===== config.mk =====
export PLATFORM = sky130hd
export DESIGN_NAME = bytepack_wr
export DESIGN_NICKNAME = d
export VERILOG_FILES = /design/src/rtl/bytepack_pkg.sv /design/src/rtl/bytepack_range.sv /design/src/rtl/bytepack_lanes.sv /design/src/rtl/bytepack_ctrl.sv /design/src/rtl/bytepack_wr.sv
export SDC_FILE = /design/constraint.sdc
export NUM_CORES = 1
export LEC_CHECK = 0
export BUFFER_PORTS_ARGS = -buffer_cell sky130_fd_sc_hd__clkbuf_2
export CAP_MARGIN = 20
export CORE_ASPECT_RATIO = 0.75
export CORE_MARGIN = 3
export CORE_UTILIZATION = 51
export CTS_CLUSTER_DIAMETER = 50
export CTS_CLUSTER_SIZE = 10
export DETAILED_ROUTE_END_ITERATION = 12
export PLACE_DENSITY = 0.78
export SKIP_LAST_GASP = 1
export SYNTH_ARGS = -nofsm -noshare
export SYNTH_HDL_FRONTEND = slang
export SYNTH_SLANG_ARGS = --single-unit

===== constraint.sdc =====
create_clock -name clk -period 2.8 [get_ports clk]
set_clock_uncertainty 0.1 [all_clocks]
set_input_delay 0.28 -clock clk [delete_from_list [all_inputs] [get_ports clk]]
set_output_delay 0.28 -clock clk [all_outputs]
set_load 0.005 [all_outputs]

===== src/rtl/bytepack_pkg.sv =====
package bytepack_pkg;
  localparam int LANES = 4;
  localparam int LANE_W = $clog2(LANES);
  localparam logic [7:0] ERASED = 8'hFF;

  typedef enum logic [1:0] {
    ST_IDLE = 2'd0,
    ST_FILL = 2'd1,
    ST_SEND = 2'd2
  } st_e;

  typedef enum logic [1:0] {
    RES_OK    = 2'd0,
    RES_RANGE = 2'd1,
    RES_WFAIL = 2'd2
  } res_e;
endpackage


===== src/rtl/bytepack_range.sv =====
module bytepack_range #(
  parameter int ADDR_W = 20,
  parameter int LEN_W = 12,
  parameter int unsigned MEM_BYTES = 32'h0010_0000
) (
  input  logic [ADDR_W-1:0] addr,
  input  logic [LEN_W-1:0]  len,
  output logic              len_zero,
  output logic              past_end
);
  localparam int SUM_W = ((ADDR_W > LEN_W) ? ADDR_W : LEN_W) + 1;
  localparam logic [SUM_W-1:0] LIMIT = SUM_W'(MEM_BYTES);

  logic [SUM_W-1:0] end_addr;

  always_comb begin
    end_addr = SUM_W'(addr) + SUM_W'(len);
    len_zero = (len == '0);
    past_end = (end_addr > LIMIT);
  end
endmodule


===== src/rtl/bytepack_lanes.sv =====
module bytepack_lanes
  import bytepack_pkg::*;
(
  input  logic              clk,
  input  logic              rst_n,
  input  logic              clr,
  input  logic              wr_en,
  input  logic [LANE_W-1:0] wr_lane,
  input  logic [7:0]        wr_byte,
  output logic [8*LANES-1:0] word
);
  for (genvar g = 0; g < LANES; g++) begin : g_lane
    logic       lane_en;
    logic [7:0] lane_d;
    logic [7:0] lane_q;

    always_comb begin
      lane_en = clr | (wr_en && (wr_lane == LANE_W'(g)));
      lane_d  = clr ? ERASED : wr_byte;
    end

    always_ff @(posedge clk or negedge rst_n) begin
      if (!rst_n) begin
        lane_q <= ERASED;
      end else if (lane_en) begin
        lane_q <= lane_d;
      end
    end

    assign word[8*g +: 8] = lane_q;
  end
endmodule


===== src/rtl/bytepack_ctrl.sv =====
module bytepack_ctrl
  import bytepack_pkg::*;
#(
  parameter int ADDR_W = 20,
  parameter int LEN_W = 12
) (
  input  logic              clk,
  input  logic              rst_n,
  input  logic              cmd_valid,
  input  logic [ADDR_W-1:0] cmd_addr,
  input  logic [LEN_W-1:0]  cmd_len,
  input  logic              len_zero,
  input  logic              past_end,
  input  logic              in_valid,
  input  logic              wr_ready,
  input  logic              wr_fail,
  output logic              cmd_ready,
  output logic              in_ready,
  output logic              wr_valid,
  output logic [ADDR_W-3:0] word_addr,
  output logic              buf_clr,
  output logic              buf_wr,
  output logic [LANE_W-1:0] lane,
  output logic              done,
  output logic [1:0]        done_code,
  output logic [LEN_W-1:0]  done_bytes
);
  localparam int WA_W = ADDR_W - 2;
  localparam int PEND_W = LANE_W + 1;
  localparam logic [LANE_W-1:0] LAST_LANE = LANE_W'(LANES - 1);

  st_e               st_q, st_d;
  logic [WA_W-1:0]   waddr_q, waddr_d;
  logic [LANE_W-1:0] lane_q, lane_d;
  logic [LEN_W-1:0]  left_q, left_d;
  logic [PEND_W-1:0] pend_q, pend_d;
  logic [LEN_W-1:0]  commit_q, commit_d;
  logic              done_q, done_d;
  res_e              code_q, code_d;
  logic              cmd_fire, in_fire, wr_fire, ctx_en;

  always_comb begin
    cmd_fire = cmd_valid && (st_q == ST_IDLE);
    in_fire  = in_valid && (st_q == ST_FILL);
    wr_fire  = wr_ready && (st_q == ST_SEND);
    ctx_en   = cmd_fire | in_fire | wr_fire;
  end

  always_comb begin
    st_d     = st_q;
    waddr_d  = waddr_q;
    lane_d   = lane_q;
    left_d   = left_q;
    pend_d   = pend_q;
    commit_d = commit_q;
    code_d   = code_q;
    done_d   = 1'b0;
    buf_clr  = 1'b0;
    buf_wr   = 1'b0;
    unique case (st_q)
      ST_IDLE: begin
        if (cmd_valid) begin
          commit_d = '0;
          if (len_zero) begin
            done_d = 1'b1;
            code_d = RES_OK;
          end else if (past_end) begin
            done_d = 1'b1;
            code_d = RES_RANGE;
          end else begin
            st_d    = ST_FILL;
            waddr_d = cmd_addr[ADDR_W-1:2];
            lane_d  = cmd_addr[LANE_W-1:0];
            left_d  = cmd_len;
            pend_d  = '0;
            buf_clr = 1'b1;
          end
        end
      end
      ST_FILL: begin
        if (in_valid) begin
          buf_wr = 1'b1;
          lane_d = lane_q + 1'b1;
          left_d = left_q - 1'b1;
          pend_d = pend_q + 1'b1;
          if ((lane_q == LAST_LANE) || (left_q == LEN_W'(1))) begin
            st_d = ST_SEND;
          end
        end
      end
      ST_SEND: begin
        if (wr_ready) begin
          if (wr_fail) begin
            st_d   = ST_IDLE;
            done_d = 1'b1;
            code_d = RES_WFAIL;
          end else begin
            commit_d = commit_q + LEN_W'(pend_q);
            if (left_q == '0) begin
              st_d   = ST_IDLE;
              done_d = 1'b1;
              code_d = RES_OK;
            end else begin
              st_d    = ST_FILL;
              waddr_d = waddr_q + 1'b1;
              lane_d  = '0;
              pend_d  = '0;
              buf_clr = 1'b1;
            end
          end
        end
      end
      default: st_d = ST_IDLE;
    endcase
  end

  always_ff @(posedge clk or negedge rst_n) begin
    if (!rst_n) begin
      st_q   <= ST_IDLE;
      done_q <= 1'b0;
    end else begin
      st_q   <= st_d;
      done_q <= done_d;
    end
  end

  always_ff @(posedge clk or negedge rst_n) begin
    if (!rst_n) begin
      waddr_q  <= '0;
      lane_q   <= '0;
      left_q   <= '0;
      pend_q   <= '0;
      commit_q <= '0;
      code_q   <= RES_OK;
    end else if (ctx_en) begin
      waddr_q  <= waddr_d;
      lane_q   <= lane_d;
      left_q   <= left_d;
      pend_q   <= pend_d;
      commit_q <= commit_d;
      code_q   <= code_d;
    end
  end

  always_comb begin
    cmd_ready  = (st_q == ST_IDLE);
    in_ready   = (st_q == ST_FILL);
    wr_valid   = (st_q == ST_SEND);
    word_addr  = waddr_q;
    lane       = lane_q;
    done       = done_q;
    done_code  = code_q;
    done_bytes = commit_q;
  end
endmodule


===== src/rtl/bytepack_wr.sv =====
module bytepack_wr
  import bytepack_pkg::*;
#(
  parameter int ADDR_W = 20,
  parameter int LEN_W = 12,
  parameter int unsigned MEM_BYTES = 32'h0010_0000
) (
  input  logic              clk,
  input  logic              rst_n,
  input  logic              cmd_valid,
  output logic              cmd_ready,
  input  logic [ADDR_W-1:0] cmd_addr,
  input  logic [LEN_W-1:0]  cmd_len,
  input  logic              in_valid,
  output logic              in_ready,
  input  logic [7:0]        in_byte,
  output logic              wr_valid,
  input  logic              wr_ready,
  input  logic              wr_fail,
  output logic [ADDR_W-3:0] wr_word_addr,
  output logic [31:0]       wr_data,
  output logic              done,
  output logic [1:0]        done_code,
  output logic [LEN_W-1:0]  done_bytes
);
  logic              len_zero, past_end;
  logic              buf_clr, buf_wr;
  logic [LANE_W-1:0] lane;

  bytepack_range #(
    .ADDR_W(ADDR_W), .LEN_W(LEN_W), .MEM_BYTES(MEM_BYTES)
  ) u_range (
    .addr(cmd_addr), .len(cmd_len),
    .len_zero(len_zero), .past_end(past_end)
  );

  bytepack_ctrl #(.ADDR_W(ADDR_W), .LEN_W(LEN_W)) u_ctrl (
    .clk(clk), .rst_n(rst_n),
    .cmd_valid(cmd_valid), .cmd_addr(cmd_addr), .cmd_len(cmd_len),
    .len_zero(len_zero), .past_end(past_end),
    .in_valid(in_valid), .wr_ready(wr_ready), .wr_fail(wr_fail),
    .cmd_ready(cmd_ready), .in_ready(in_ready), .wr_valid(wr_valid),
    .word_addr(wr_word_addr), .buf_clr(buf_clr), .buf_wr(buf_wr),
    .lane(lane), .done(done), .done_code(done_code), .done_bytes(done_bytes)
  );

  bytepack_lanes u_lanes (
    .clk(clk), .rst_n(rst_n), .clr(buf_clr), .wr_en(buf_wr),
    .wr_lane(lane), .wr_byte(in_byte), .word(wr_data)
  );
endmodule


# Word-level counts from Yosys, hierarchy flattened
# Cells that the tools add are included.
# Widths: inputs -> output; s select.
# classes
add_sub_neg,6
magnitude_cmp,1
n_bitwise,6
reduce_logical,21
n_eq_ne,16
n_mux,65
# ops
cell,n
$mux 18,6
$mux 12,7
$pmux 12 s2,2
$mux 2,20
$pmux 18 s2,1
$logic_not 12->1,2
$add 20x12->21,1
$gt 21x21->1 const B,1
$mux 3,7
$add 18x1->18 const B,1
$reduce_and 6->1,3
$mux 1,15
$add 12x3->12,1
$eq 12x1->1 const B,1
$ne 2x2->1 const B,6
$pmux 2 s3,2
$sub 12x1->12 const B,1
$pmux 3 s3,1
$reduce_and 9->1,1
$mux 8,1
$reduce_and 8->1,1
$logic_and 1x1->1,7
$eq 2x2->1 const B,3
$ne 3x1->1 const B,2
other kinds (12),22
# totals
regBits,84
input_bits,46
out_inout_bits,68

# Logic depth before layout (Yosys ltp)
# logic_depth
ltp_word,7
depth_mapped,13
ltp_nobuf,11

# Hierarchy
# A second synthesis with hierarchy kept.
# hier_totals
hier_cells,656
area_unflattened_um2,5813.1
# modules_own_cells
module,instances,cells_per_inst,area_each_um2
bytepack_ctrl,1,390,3367.0
bytepack_lanes,1,115,1402.6
bytepack_range,1,151,1043.5

# Worst setup path before layout
# No wires, ideal clock.
# synth_path
kind,input to register
from,in cmd_addr[0]
to,"reg u_ctrl.lane_q[0], in the netlist u_ctrl.lane[0]"
setup_ns,0.125
t_arrival_ns,3.265
path_buffers,1
cell_stages,12
path_slack_ns,-0.690
cell_sequence,ha_1 > fa_1 > a211oi_2 > o211ai_1 > a21oi_1 > mux2_2 > nor4_2 > and2_2 > a31oi_4 > or4_1 > buf_2 > mux2_4
# synth_between
elab_chain_len,4
word_cells_on_any_way,8
# synth_rtl
element,line_no,text
start: declaration,bytepack_wr.sv:12,"input logic [ADDR_W-1:0] cmd_addr,"
$add 20x12->21 / $mux 2 (equally long branches),"bytepack_range.sv:17, bytepack_ctrl.sv:67",
$gt 21x21->1 / $mux 2 (equally long branches),"bytepack_range.sv:19, bytepack_ctrl.sv:64",
$ne 2x2->1 (no source line) / $mux 2 (equally long branches),-,
$reduce_and 9->1 (no source line) / $pmux 2 s3 (equally long branches),-,
end signal: assignment,bytepack_ctrl.sv:137,lane_q <= lane_d;
end: declaration,bytepack_ctrl.sv:34,"logic [LANE_W-1:0] lane_q, lane_d;"
# Parallel ways exist; a longest one is shown, timed or not. The select of a mux whose other input is x is not followed.
# A chain may end at the register's enable or synchronous reset.

# Final worst setup path
# layout_path
from,in cmd_addr[0]
to,reg u_ctrl.pend_q[0]
# layout_between
elab_chain_len,4
# layout_rtl
element,line_no,text
$add 20x12->21,bytepack_range.sv:17,end_addr = SUM_W'(addr) + SUM_W'(len);
$gt 21x21->1,bytepack_range.sv:19,past_end = (end_addr > LIMIT);
$ne 2x2->1 (no source line),-,
$reduce_and 9->1 (no source line),-,
end signal: assignment,bytepack_ctrl.sv:139,pend_q <= pend_d;
end: declaration,bytepack_ctrl.sv:36,"logic [PEND_W-1:0] pend_q, pend_d;"
# No other way between the ends.

==> impl_metrics.env <==
export IMPL_nNetsFinal=950
export IMPL_port_buffer_count=113
export IMPL_synthFlopType="dfrtp_1"
export IMPL_drc_errors=0
export IMPL_postRouteAntennaNets=0
export IMPL_crit_fanout=4
export IMPL_synth_edff_count=0
export IMPL_yosysTopAreaCellShare_pct=22.75
export IMPL_synth_area_mux_share_pct=1.838
export IMPL_drt_first_pass_iters=5
export IMPL_core_mm2=0.01061
export IMPL_crit_type="input pin to flip-flop"
export IMPL_dieHeight_um=97.71
export IMPL_synth_top_family_by_area="simple AND/OR/NAND/NOR gates"
export IMPL_grt_max_degree=80
export IMPL_ys_warn_count=0
export IMPL_grt_pass1_vias=6012
export IMPL_avgSynthCellArea_um2=8.411
export IMPL_arrival_ns=3.29
export IMPL_start_util_pct=53.90
export IMPL_dieArea_mm2=0.01253
export IMPL_yosysSeqAreaShare_pct=37.45
export IMPL_clk_insertion_delay_late_ns=0.35
export IMPL_drive_above_1_share_pct=40.23
export IMPL_avgViaCountPerCell=6.260
export IMPL_hold_path_depth=3
export IMPL_fin_crit_ns=3.162
export IMPL_hold_path_class="input pin to flip-flop"
export IMPL_yosys_top_cells_area="dfrtp_1 23%, dfstp_2 15%, nand2_1 8.1%, ha_1 5.9%, nand3_1 4.8%"
export IMPL_areaGrowthSynthToFinish_pct=40.47
export IMPL_worst_setup_path_end_kind="flip-flop"
export IMPL_slew_headroom_pct=55.33
export IMPL_setup_slack_ns=-0.3619
export IMPL_critPathMaxStageDelay_ns=0.56
export IMPL_violations="negative setup slack"
export IMPL_finalSetupViolations=69
export IMPL_synth_compound_area_share_pct=20.94
export IMPL_max_cap_violations=0
export IMPL_yosysMostFrequentCell="nand2_1"
export IMPL_fp_dieW_um=128.3
export IMPL_synth_async_sr_flop_share_pct=100.0
export IMPL_crit_buf_inv=1
export IMPL_tns_ns=-13.15
export IMPL_cts_made_buffers=9
export IMPL_setup_worst_path_start_class="input pin"
export IMPL_routedWlPerCell_um=19.11
export IMPL_powerDensity_mw_per_mm2=963.9
export IMPL_worst_pin_slew_ns=0.6676
export IMPL_core_rowCount=32
export IMPL_cts_reportedPaths_clkPinSlew_ns=0.07
export IMPL_ff2ff_path_depth=11
export IMPL_ys_top_cells_by_count="124 x nand2_1, 55 x nand3_1, 52 x dfrtp_1"
export IMPL_n_antenna_cell=0
export IMPL_yosys_area_share_simple_pct=27.35
export IMPL_track_usage_pct=29.93
export IMPL_cp_cell_sequence="buf_8, ha_4, fa_2, xor2_1, nor3_1, o2111ai_1, a2111oi_0, and4_4, and2_4, a31oi_4, or4_4, mux2_4"
export IMPL_crit_family="simple AND/OR/NAND/NOR gates"
export IMPL_synth_xor_area_share_pct=1.531
export IMPL_yosys_area_top_type="dfrtp_1"
export IMPL_clock_sinks=84
export IMPL_crit_required_ns=2.93
export IMPL_finalCritPeriodShare_pct=112.9
export IMPL_finalMaxSlewViolations=0
export IMPL_ios=114
export IMPL_irDropWorstVdd_mv=0.4983
export IMPL_grt_antenna_before_repair=0
export IMPL_hold_viol_final=0
export IMPL_power_w=0.007744
export IMPL_path_depth=12
export IMPL_place_congestion=0.9255
export IMPL_syn_area_mm2=0.005719
export IMPL_h_tree_depth=3
export IMPL_synth_fa_ha_area_share_pct=6.607
export IMPL_post_dp_hpwl_um=13660
export IMPL_synth_fp_nets=755
export IMPL_wirelength_um=19420
export IMPL_synth_distinct_cells=69
export IMPL_grt_pass1_wl_um=30560
export IMPL_outcome="finished, violations left"
export IMPL_vias=6360
export IMPL_grt_overflow_total=0
export IMPL_synthCells=680
export IMPL_cts_tree="yes"
export IMPL_power_static_leakage_nw=3.745
export IMPL_clockBufferDepth=2
export IMPL_crit_slowest_cell="or4_4"
export IMPL_initialDrtViolationCount=693
export IMPL_cts_root_buf="clkbuf_16"
export IMPL_rsz0062_at_grt="true"
export IMPL_ys_seq_elements=84
export IMPL_clock_fmax_ghz=0.3163
## cells by family after synthesis
kind of cell    after synthesis
flops                        84
compound gates              165
buf+inv                      63
xor+xnor                     10
mux                           9
simple gates                320
fa+ha+maj                    29
## through the flow
stage / area (um2) / util (%) / setup WS (ns) / instances / hold WS [ns]
after floorplan: 6032 / - / -0.5605 / 680 / -0.1156
after global placement: 7277 / 68.58 / -0.7674 / 988 / 0.3819
after detailed placement: 7277 / 68.58 / -0.8519 / 988 / 0.3864
after CTS: 7839 / 73.88 / -0.3003 / 1013 / 0.04137
after global routing: 8034 / 75.72 / -0.6477 / 1016 / 0.1097
final: 8034 / 75.72 / -0.3619 / 1016 / 0.1098
## layer usage
metal	up-vias	track usage, %	routed length, um
met4	0	6.852	359
met5	-	0	0
met1	3103	42.66	8321
li1	2895	-	-
met3	45	6.813	1652
met2	317	46.46	9087
## final timing paths
path,from,endpoint,slack [ns]
setup reg to reg,u_ctrl.left_q[5]$_DFFE_PN0P_,u_ctrl.word_addr[3]$_DFFE_PN0P_,-0.16
max in group asynchronous,rst_n,u_lanes.g_lane[3].lane_q[2]$_DFFE_PN1P_,1.64
min in group asynchronous,rst_n,u_ctrl.word_addr[7]$_DFFE_PN0P_,0.30
setup / recovery,cmd_addr[0],u_ctrl.pend_q[0]$_DFFE_PN0P_,-0.36
hold / removal,in_byte[7],u_lanes.g_lane[0].lane_q[7]$_DFFE_PN1P_,0.11
hold reg to reg,u_lanes.g_lane[0].lane_q[5]$_DFFE_PN1P_,u_lanes.g_lane[0].lane_q[5]$_DFFE_PN1P_,0.39
## flip-flops by register name, indices dropped and copies added (netlist names)
signal and cells:
u_lanes.g_lane.lane_q 32, u_ctrl.done_bytes 12, u_ctrl.done_code 2, u_ctrl.pend_q 3
u_ctrl.done 1, u_ctrl.lane 2, u_ctrl.left_q 12, u_ctrl.word_addr 18
u_ctrl.st_q 2
## layout by cell type, fill, tap and decap left out, drive strengths merged, types with 4 or more instances in the layout
cell type,n
a211o,21
a211oi,7
a21o,5
a21oi,32
a31oi,5
and3,21
buf,110
clkbuf,118
clkinv,4
dfrtp,52
dfstp,32
ha,27
inv,26
mux2,6
nand2,124
nand2b,9
nand3,55
nand3b,11
nand4,7
nor2,32
nor2b,6
nor3,18
nor4,10
nor4b,4
o211ai,9
o21ai,32
o22a,4
o311ai,4
o31ai,5
o32ai,8
o41ai,6
or2,4
or3,9
xnor2,5
xor2,5
## worst min-delay path, cell delays in order
cell and delay [ns]:
clkbuf_2 0.12, nand2_1 0.08, nand3_2 0.07
## area by class of cell
class                      count  area, um2
sequential                    84       2142
fill                         717       2576
clock buffer                   9      225.2
timing repair buffer         221       1526
multi-input combinational    533       3782
clock inverter                 7      90.09
tap                          136      170.2
inverter                      26      97.59
## where the power goes
part           switching (W)  total (W)  internal [W]  leakage, nW
clock               0.000526    0.00130      0.000779        0.153
combinational        0.00217    0.00406       0.00189         2.60
sequential          0.000507    0.00238       0.00188        0.988
## timing repair
action                                  CTS  global route
hold buffers                              0             1
gates cloned                              1             0
endpoints found under the setup margin   72            72
endpoints found under the hold margin     0            18
pin swaps                                 7             3
gates resized for setup                  30            36
setup buffers                             8             2
No activity file was read; power rests on OpenSTA's default activity.
